## src/rtl/prng_pkg.sv

```systemverilog
package prng_pkg;

    localparam int unsigned WORD_W = 32;

    // control bits
    localparam int unsigned CTL_ENGINE = 3;
    localparam int unsigned CTL_START  = 4;

    // status bits
    localparam int unsigned STS_ERROR     = 7;
    localparam int unsigned STS_GEN_DONE  = 5;
    localparam int unsigned STS_MSG_DONE  = 4;
    localparam int unsigned STS_PART_DONE = 3;
    localparam int unsigned STS_BUSY      = 2;
    localparam int unsigned STS_SEEDS_OK  = 1;
    localparam int unsigned STS_BUF_READY = 0;

    typedef enum logic [1:0] {
        GEN_IDLE   = 2'd0,
        GEN_STEP   = 2'd1,
        GEN_COMMIT = 2'd2
    } gen_state_e;

endpackage

```

## src/rtl/prng_seed_track.sv

```systemverilog
module prng_seed_track #(
    parameter int unsigned N_WORDS = 5,
    localparam int unsigned IDX_W = (N_WORDS > 1) ? $clog2(N_WORDS) : 1
) (
    input  logic             clk,
    input  logic             rst_n,
    input  logic             seed_we,
    input  logic [IDX_W-1:0] seed_idx,
    output logic             all_seeded
);

    logic [N_WORDS-1:0] seen_q;

    for (genvar g = 0; g < N_WORDS; g++) begin : g_flag
        always_ff @(posedge clk or negedge rst_n) begin
            if (!rst_n) begin
                seen_q[g] <= 1'b0;
            end else if (seed_we && (seed_idx == IDX_W'(g))) begin
                seen_q[g] <= 1'b1;
            end
        end
    end

    assign all_seeded = &seen_q;

endmodule

```

## src/rtl/prng_xorshift_core.sv

```systemverilog
module prng_xorshift_core
    import prng_pkg::*;
#(
    parameter int unsigned N_WORDS = 5,
    parameter int unsigned W       = 32,
    parameter int unsigned SH_A    = 2,
    parameter int unsigned SH_B    = 1,
    parameter int unsigned SH_C    = 4,
    localparam int unsigned IDX_W  = (N_WORDS > 1) ? $clog2(N_WORDS) : 1
) (
    input  logic               clk,
    input  logic               rst_n,
    input  logic               start,
    input  logic               load_we,
    input  logic [IDX_W-1:0]   load_idx,
    input  logic [W-1:0]       load_data,
    output logic               busy,
    output logic               commit,
    output logic [N_WORDS*W-1:0] out_flat
);

    localparam logic [IDX_W-1:0] LAST_STEP = IDX_W'(N_WORDS - 1);

    gen_state_e st_q, st_d;
    logic       step_en;

    logic [IDX_W-1:0] step_cnt_q;
    logic [W-1:0]     words_q [N_WORDS];
    logic [W-1:0]     out_q   [N_WORDS];
    logic [W-1:0]     mix_t;
    logic [W-1:0]     new_word;

    // state register
    always_ff @(posedge clk or negedge rst_n) begin
        if (!rst_n) begin
            st_q <= GEN_IDLE;
        end else begin
            st_q <= st_d;
        end
    end

    // next state and controller outputs
    always_comb begin
        st_d    = st_q;
        busy    = 1'b1;
        step_en = 1'b0;
        commit  = 1'b0;
        unique case (st_q)
            GEN_IDLE: begin
                busy = 1'b0;
                if (start) begin
                    st_d = GEN_STEP;          // start
                end
            end
            GEN_STEP: begin
                step_en = 1'b1;
                if (step_cnt_q == LAST_STEP) begin
                    st_d = GEN_COMMIT;        // last_step
                end
            end
            GEN_COMMIT: begin
                commit = 1'b1;
                st_d   = GEN_IDLE;            // finish
            end
            default: begin
                st_d = GEN_IDLE;
            end
        endcase
    end

    always_ff @(posedge clk or negedge rst_n) begin
        if (!rst_n) begin
            step_cnt_q <= '0;
        end else if (step_en && (step_cnt_q != LAST_STEP)) begin
            step_cnt_q <= step_cnt_q + 1'b1;
        end else begin
            step_cnt_q <= '0;
        end
    end

    // one xorshift step
    always_comb begin
        mix_t    = words_q[0] ^ (words_q[0] >> SH_A);
        new_word = words_q[N_WORDS-1] ^ (words_q[N_WORDS-1] << SH_C)
                 ^ mix_t ^ (mix_t << SH_B);
    end

    always_ff @(posedge clk or negedge rst_n) begin
        if (!rst_n) begin
            for (int i = 0; i < N_WORDS; i++) begin
                words_q[i] <= '0;
            end
        end else if (step_en) begin
            for (int i = 0; i < N_WORDS - 1; i++) begin
                words_q[i] <= words_q[i+1];
            end
            words_q[N_WORDS-1] <= new_word;
        end else if (load_we && (st_q == GEN_IDLE)) begin
            words_q[load_idx] <= load_data;
        end
    end

    always_ff @(posedge clk or negedge rst_n) begin
        if (!rst_n) begin
            for (int i = 0; i < N_WORDS; i++) begin
                out_q[i] <= '0;
            end
        end else if (commit) begin
            for (int i = 0; i < N_WORDS; i++) begin
                out_q[i] <= words_q[i];
            end
        end
    end

    for (genvar g = 0; g < N_WORDS; g++) begin : g_out
        assign out_flat[g*W +: W] = out_q[g];
    end

endmodule

```

## src/rtl/prng_periph.sv

```systemverilog
module prng_periph
    import prng_pkg::*;
#(
    parameter int unsigned N_WORDS = 5,
    parameter int unsigned ADDR_W  = 9
) (
    input  logic              clk,
    input  logic              rst_n,
    input  logic              bus_sel,
    input  logic              bus_we,
    input  logic [ADDR_W-1:0] bus_addr,
    input  logic [31:0]       bus_wdata,
    output logic [31:0]       bus_rdata
);

    localparam int unsigned IDX_W = (N_WORDS > 1) ? $clog2(N_WORDS) : 1;
    localparam logic [ADDR_W-1:0] OFF_CTRL  = ADDR_W'(0);
    localparam logic [ADDR_W-1:0] OFF_STAT  = ADDR_W'(16);
    localparam logic [ADDR_W-1:0] OFF_SEED  = ADDR_W'(320);
    localparam logic [ADDR_W-1:0] OFF_OUT   = ADDR_W'(352);
    localparam logic [ADDR_W-1:0] BANK_SPAN = ADDR_W'(4 * N_WORDS);
    localparam logic [WORD_W-1:0] START_MASK = WORD_W'(1) << CTL_START;

    logic wr_en;
    logic aligned;
    logic ctrl_hit, stat_hit, seed_hit, out_hit;
    logic [ADDR_W-1:0] seed_off, out_off;
    logic [IDX_W-1:0]  seed_idx, out_idx;

    logic [WORD_W-1:0] ctrl_q;
    logic gen_done_q, msg_done_q, part_done_q;
    logic seeds_ok, busy, commit, start_go;
    logic [N_WORDS*WORD_W-1:0] out_flat;
    logic [WORD_W-1:0] status_w;

    // address decode
    assign wr_en    = bus_sel & bus_we;
    assign aligned  = (bus_addr[1:0] == 2'b00);
    assign ctrl_hit = (bus_addr == OFF_CTRL);
    assign stat_hit = (bus_addr == OFF_STAT);
    assign seed_off = bus_addr - OFF_SEED;
    assign out_off  = bus_addr - OFF_OUT;
    assign seed_hit = aligned && (bus_addr >= OFF_SEED) && (seed_off < BANK_SPAN);
    assign out_hit  = aligned && (bus_addr >= OFF_OUT) && (out_off < BANK_SPAN);
    assign seed_idx = seed_off[IDX_W+1:2];
    assign out_idx  = out_off[IDX_W+1:2];

    assign start_go = wr_en && ctrl_hit && bus_wdata[CTL_ENGINE]
                    && bus_wdata[CTL_START] && seeds_ok && !busy;

    prng_seed_track #(.N_WORDS(N_WORDS)) u_seed_track (
        .clk        (clk),
        .rst_n      (rst_n),
        .seed_we    (wr_en && seed_hit),
        .seed_idx   (seed_idx),
        .all_seeded (seeds_ok)
    );

    prng_xorshift_core #(.N_WORDS(N_WORDS), .W(WORD_W)) u_core (
        .clk       (clk),
        .rst_n     (rst_n),
        .start     (start_go),
        .load_we   (wr_en && seed_hit),
        .load_idx  (seed_idx),
        .load_data (bus_wdata),
        .busy      (busy),
        .commit    (commit),
        .out_flat  (out_flat)
    );

    // control register: start bit never held
    always_ff @(posedge clk or negedge rst_n) begin
        if (!rst_n) begin
            ctrl_q <= '0;
        end else if (wr_en && ctrl_hit) begin
            ctrl_q <= bus_wdata & ~START_MASK;
        end
    end

    // software-writable done flags; hardware set wins
    always_ff @(posedge clk or negedge rst_n) begin
        if (!rst_n) begin
            gen_done_q  <= 1'b0;
            msg_done_q  <= 1'b0;
            part_done_q <= 1'b0;
        end else begin
            if (wr_en && stat_hit) begin
                gen_done_q  <= bus_wdata[STS_GEN_DONE];
                msg_done_q  <= bus_wdata[STS_MSG_DONE];
                part_done_q <= bus_wdata[STS_PART_DONE];
            end
            if (commit) begin
                gen_done_q <= 1'b1;
            end
        end
    end

    always_comb begin
        status_w                = '0;
        status_w[STS_ERROR]     = 1'b0;
        status_w[STS_GEN_DONE]  = gen_done_q;
        status_w[STS_MSG_DONE]  = msg_done_q;
        status_w[STS_PART_DONE] = part_done_q;
        status_w[STS_BUSY]      = busy;
        status_w[STS_SEEDS_OK]  = seeds_ok;
        status_w[STS_BUF_READY] = 1'b1;
    end

    always_comb begin
        bus_rdata = '0;
        if (ctrl_hit) begin
            bus_rdata = ctrl_q;
        end else if (stat_hit) begin
            bus_rdata = status_w;
        end else if (out_hit) begin
            bus_rdata = out_flat[out_idx*WORD_W +: WORD_W];
        end
    end

endmodule

```

## config.mk

```make
export PLATFORM = sky130hd
export DESIGN_NAME = prng_periph
export DESIGN_NICKNAME = d
export VERILOG_FILES = /design/src/rtl/prng_pkg.sv /design/src/rtl/prng_seed_track.sv /design/src/rtl/prng_xorshift_core.sv /design/src/rtl/prng_periph.sv
export SDC_FILE = /design/constraint.sdc
export NUM_CORES = 1
export LEC_CHECK = 0
export BUFFER_PORTS_ARGS = -buffer_cell sky130_fd_sc_hd__clkbuf_2
export CORE_MARGIN = 2
export CORE_UTILIZATION = 45
export DETAILED_ROUTE_END_ITERATION = 12
export PLACE_DENSITY = 0.59
export SLEW_MARGIN = 25
export SYNTH_ARGS = -nofsm -noshare
export SYNTH_HDL_FRONTEND = slang
export SYNTH_HIERARCHICAL = 1
export SYNTH_SLANG_ARGS = --single-unit
```

## constraint.sdc

```tcl
create_clock -name clk -period 2.8 [get_ports clk]
set_input_delay 0.42 -clock clk [delete_from_list [all_inputs] [get_ports clk]]
set_output_delay 0.42 -clock clk [all_outputs]
set_load 0.1 [all_outputs]
```

# Word level (Yosys, flattened, before mapping)
# Index checks and enable logic that the tools add are counted.
totals:
  reg_bits: 364
  out_inout_bits: 32
  elab_cells: 92
op_classes:
  addsub: 3
  magnitude_cmp: 6
  eq_ne: 11
  n_shift: 1
  n_mux: 17
  bitwise_logic: 6
  reduce_logical: 27
op_table:
  columns: ["operator", "count"]
  rows:
  - ["160-bit two-way mux", 2]
  - ["160-bit bitwise mux", 1]
  - ["160-bit by 9-bit variable part select with 32-bit output", 1]
  - ["32-bit two-way mux", 4]
  - ["32-bit demux with 3-bit select", 1]
  - ["32-bit bitwise XOR", 3]
  - ["32-bit by 30-bit bitwise XOR with 32-bit output", 1]
  - ["1-bit logical AND", 19]
  - ["9-bit greater-or-equal comparator, second input constant", 2]
  - ["9-bit by 5-bit less-than comparator with 1-bit output, second input constant", 2]
  - ["9-bit subtractor, second input constant", 2]
  - ["9-bit by 5-bit equality test with 1-bit output, second input constant", 1]
  - ["9-bit logical NOT", 1]
  - ["3-bit by 2-bit equality test with 1-bit output, second input constant", 2]
  - ["3-bit equality test, second input constant", 2]
  - ["1-bit two-way mux", 5]
  - ["5-bit AND reduction", 1]
  - ["4-bit greater-or-equal comparator, second input constant", 1]
  - ["2-bit logical NOT", 2]
  - ["4-bit by 1-bit less-than comparator with 1-bit output, second input constant", 1]
  - ["2-bit two-way mux", 2]
  - ["3-bit NOT with 4-bit output", 1]
  - ["2-bit case mux with 2 select lines", 1]
  - ["2-bit nonzero test", 2]
  - ["11 further kinds", 11]

# Logic depth before layout (Yosys ltp)
depth:
  depth_word: 9
  mapped_depth: 10
  mapped_depth_nobuf: 8

# Cells and area by module
# The synthesis kept the hierarchy.
by_module_without_submodules:
  columns: ["mod", "n_inst", "cells_each", "area_per_inst_um2", "seq_area_each_um2"]
  rows:
  - ["prng_xorshift_core", 1, 1425, 14022.2, 8132.8]
  - ["prng_periph", 1, 287, 3113.0, 850.8]
  - ["prng_seed_track", 1, 17, 206.4, 125.1]

# Worst setup path before layout
# Ideal clock, no wire load.
synth_timing:
  path_type: "input to output"
  start: "input bus_addr[7]"
  end: "output bus_rdata[11]"
  arrival_time_ns: 2.527
  required_ns: 2.380
  setup_slack_ns: -0.147
  stages: 8
  path_cell_list: "inv_1 -> ha_1 -> or4b_4 -> nor3_4 -> and2_1 -> buf_2 -> buf_2 -> a32o_1"
synth_via:
  elab_chain_cells: 6
synth_rtl:
  columns: ["element", "line_no", "rtl"]
  rows:
  - ["start, declared", "prng_periph.sv:11", "input logic [ADDR_W-1:0] bus_addr,"]
  - ["9-bit subtractor / 9-bit greater-or-equal comparator (equally long branches)", "prng_periph.sv:42, prng_periph.sv:44", null]
  - ["9-bit by 5-bit less-than comparator with 1-bit output / 1-bit logical AND (equally long branches)", "prng_periph.sv:44", "assign out_hit = aligned && (bus_addr >= OFF_OUT) && (out_off < BANK_SPAN);"]
  - ["1-bit logical AND", "prng_periph.sv:44", null]
  - ["32-bit two-way mux", "prng_periph.sv:115", "end else if (out_hit) begin"]
  - ["32-bit two-way mux", "prng_periph.sv:113", "end else if (stat_hit) begin"]
  - ["32-bit two-way mux *", "prng_periph.sv:111", "if (ctrl_hit) begin"]
  - ["end, declared", "prng_periph.sv:13", "output logic [31:0] bus_rdata"]
# Mark *: on every way between the ends. The rest lies on a longest branch, timed or not.

# Final worst setup path
layout_timing:
  start: "input bus_addr[3]"
  end: "output bus_rdata[21]"
layout_via:
  elab_chain_cells: 6
layout_rtl:
  columns: ["element", "line_no"]
  rows:
  - ["parallel branches: the longest is 5 deep, another holds 9-bit subtractor", null]
  - ["32-bit two-way mux *", "prng_periph.sv:111"]
# Mark *: on every way between the ends.

==> impl_metrics.tcl <==
set metrics [dict create \
    antenna_found_initial 0 \
    clk_latency_ns 0.54 \
    synth_nets 1779 \
    rsz0062_at_grt "no" \
    p_total_w 0.0114 \
    yosysUniqueCellTypes 57 \
    power_leakage_nw 10.4 \
    drv_slew 0 \
    synth_top_cell_by_area "dfrtp_1" \
    vias 13200 \
    wl_met1_um 22000 \
    period_needed_ns 2.65 \
    numCtsBuffers 41 \
    start_util_pct 45.8 \
    dpl.hpwl_um 29900 \
    holdWs_ns 0.133 \
    maxCapViolCount 0 \
    dr_wl_met2_um 22900 \
    critical_path_class "in -> out" \
    synth_top_area_share_pct 52.5 \
    cp-start-kind "primary input" \
    numPortBuffers 76 \
    power_density_nw_per_um2 557 \
    dr.pass1.iters 5 \
    stdcell_area_um2 20500 \
    die_x_um 200 \
    cts_tree "done" \
    post_cts_buffers 0 \
    rows 71 \
    ys_seq_area_share_pct 52.5 \
    ir_drop_mv 0.340 \
    first_iter_violations 952 \
    synth_edf_count 0 \
    grt_pass1_vias 13400 \
    finalHoldViolCount 0 \
    synth.area.top_cells "dfrtp_1 53%, nand2_1 13%, a221o_1 6.8%, xnor2_1 5.5%, mux2i_1 3.2%" \
    period_share_pct 94.7 \
    slew_headroom_pct 48.0 \
    max_freq_ghz 0.377 \
    worst_slack_ns 0.149 \
    required_ns 2.38 \
    final_antenna_net_count 0 \
    synthArstFlopShare_pct 100 \
    worstSetupEndpointType "output pin" \
    grt-ovfl-total 0 \
    die-height_um 200 \
    syn_area_per_cell_um2 10.0 \
    syn_to_final_growth_pct 18.0 \
    cts_resized 0 \
    yosys_warnings 6 \
    top_layer "met4" \
    synth-seq-cells 364 \
    grt_pass1_wl_um 77100 \
    core_region_area_um2 37800 \
    netlist_instances 1729 \
    tightest_slew_ns 0.780 \
    clk_pin_slew_ns 0.06 \
    fin_skew_ns 0.0166 \
    place_congestion 0.791 \
    place_ws_ns 0.126 \
    setup_tns_ns 0 \
    status "finished clean" \
    drc 0 \
    n_antenna_cell 0 \
    dieArea_um2 40100 \
    crit_arrival_ns 2.23 \
    syn_area_um2 17300 \
    route.met3.wl_um 2350 \
    root_buffer "clkbuf_16" \
    setup_violations 0 \
    clockBufferDepth 3 \
    track_usage_pct 24.1 \
    wl_um 48400 \
    critPathMaxFanout 17 \
    grt_max_degree 161 \
    io_pins 77 \
    drive_gt1_share_pct 16.4 \
    placed_cell_area_um2 19000 \
    cts.sinks 364 \
    synth-main-ff-cell "dfrtp_1" \
    min_path_type "in -> reg" \
    vias_per_cell 5.67 \
    layout.nets 1834 \
    routedWlPerCell_um 20.8 \
    cts_max_level 2 \
]
[placed cells by master, fill, tap and decap left out, types with 9 or more instances in the layout]
master     Yosys  final
clkbuf_8       0     12
mux2_2        12     12
nor2_1       126    125
buf_12         0     52
o221ai_1      25     25
mux2_4        29     29
xnor2_1      108    108
a221o_1      118    113
buf_4          7     36
clkbuf_2       0     42
mux2i_1       55     55
o211ai_1      16     16
a32o_2         0     26
clkbuf_1      48      9
nand2_1      603    603
a2bb2oi_1     33     33
dfrtp_1      364    364
clkbuf_16      0     43
[Yosys cell counts (4+ instances only)]
cell type and count:
ha_1 5, a221o_1 118, a2bb2oi_1 33, o211ai_1 16
o22ai_1 7, buf_2 59, nor2b_1 4, mux2i_1 55
a21boi_0 4, dfrtp_1 364, mux2_4 29, and4bb_2 4
clkbuf_1 48, nand2_1 603, a21oi_1 8, buf_4 7
nor2_1 126, a31o_1 4, mux2_2 12, inv_1 8
o221ai_1 25, xnor2_1 108, a32o_1 26
[cell type report]
cell class / instances / area, µm²
inverters: 9 / 36.3
clock buffers: 64 / 1270
well taps: 511 / 639
flip-flops and latches: 364 / 9110
fillers: 3400 / 17400
repair buffers: 132 / 1550
multi-input cells: 1236 / 7710
clock inverters: 10 / 135
[repair_timing]
action,in CTS,in global routing
endpoints found under the hold margin,48,0
setup endpoints to repair,0,0
hold buffers,1,0
[layer usage]
metal  vias to the layer above  global-route usage, %
met5                         -                      0
met4                         0                   6.75
met3                        84                   3.17
met2                       355                   39.6
met1                      6683                   33.7
li1                       6061                      -
[report_power, final]
part,switching (W),internal [W]
clock network,0.00216,0.00340
registers,0.0000390,0.00529
logic,0.000322,0.000174
total,0.00252,0.00887
[kinds of logic (layout without fill, tap and decap cells)]
logic type | after synthesis | count (layout) | synth area share, %
buffers and inverters | 129 | 215 | 3.50
flip-flops | 364 | 364 | 52.5
AND/OR/NAND/NOR | 765 | 765 | 17.6
multiplexers | 97 | 97 | 6.59
AO/OA/AOI/OAI | 256 | 256 | 13.5
XOR/XNOR | 113 | 113 | 5.87
adder cells (fa/ha/maj) | 5 | 5 | 0.361
[worst paths after layout]
path | slack, ns | to | cells past startpoint | from
setup / recovery | 0.15 | bus_rdata[21] | 6 | bus_addr[3]
hold / removal | 0.13 | ctrl_q[10] | 2 | bus_wdata[10]
setup reg to reg | 0.71 | u_core/words_q[84] | 3 | u_core/st_q[0]
hold reg to reg | 0.47 | u_seed_track/seen_q[0] | 1 | u_seed_track/seen_q[0]
max in group asynchronous | 1.55 | u_core/words_q[43] | 3 | rst_n
min in group asynchronous | 0.43 | u_core/out_flat[60] | 2 | rst_n
[per-stage QoR]
step	utilization, %	instances
after floorplan	-	1729
after global placement	50.3	2251
after detailed placement	50.3	2251
after CTS	54.1	2326
after global routing	54.1	2326
final	54.1	2326
[registers in the layout (all words and copies together), names as in the netlist]
| register | cells |
|---|---|
| gen_done_q | 1 |
| u_core/st_q | 2 |
| msg_done_q | 1 |
| ctrl_q | 31 |
| u_core/words_q | 160 |
| part_done_q | 1 |
| u_seed_track/seen_q | 5 |
| u_core/step_cnt_q | 3 |
| u_core/out_flat | 160 |
[worst max-delay path, cell delays in order]
cell,delay [ns]
clkbuf_2,0.23
o21ai_0,0.35
and3_2,0.40
buf_4,0.34
a32o_2,0.26
buf_12,0.18
No activity file was read; power rests on OpenSTA's default activity.
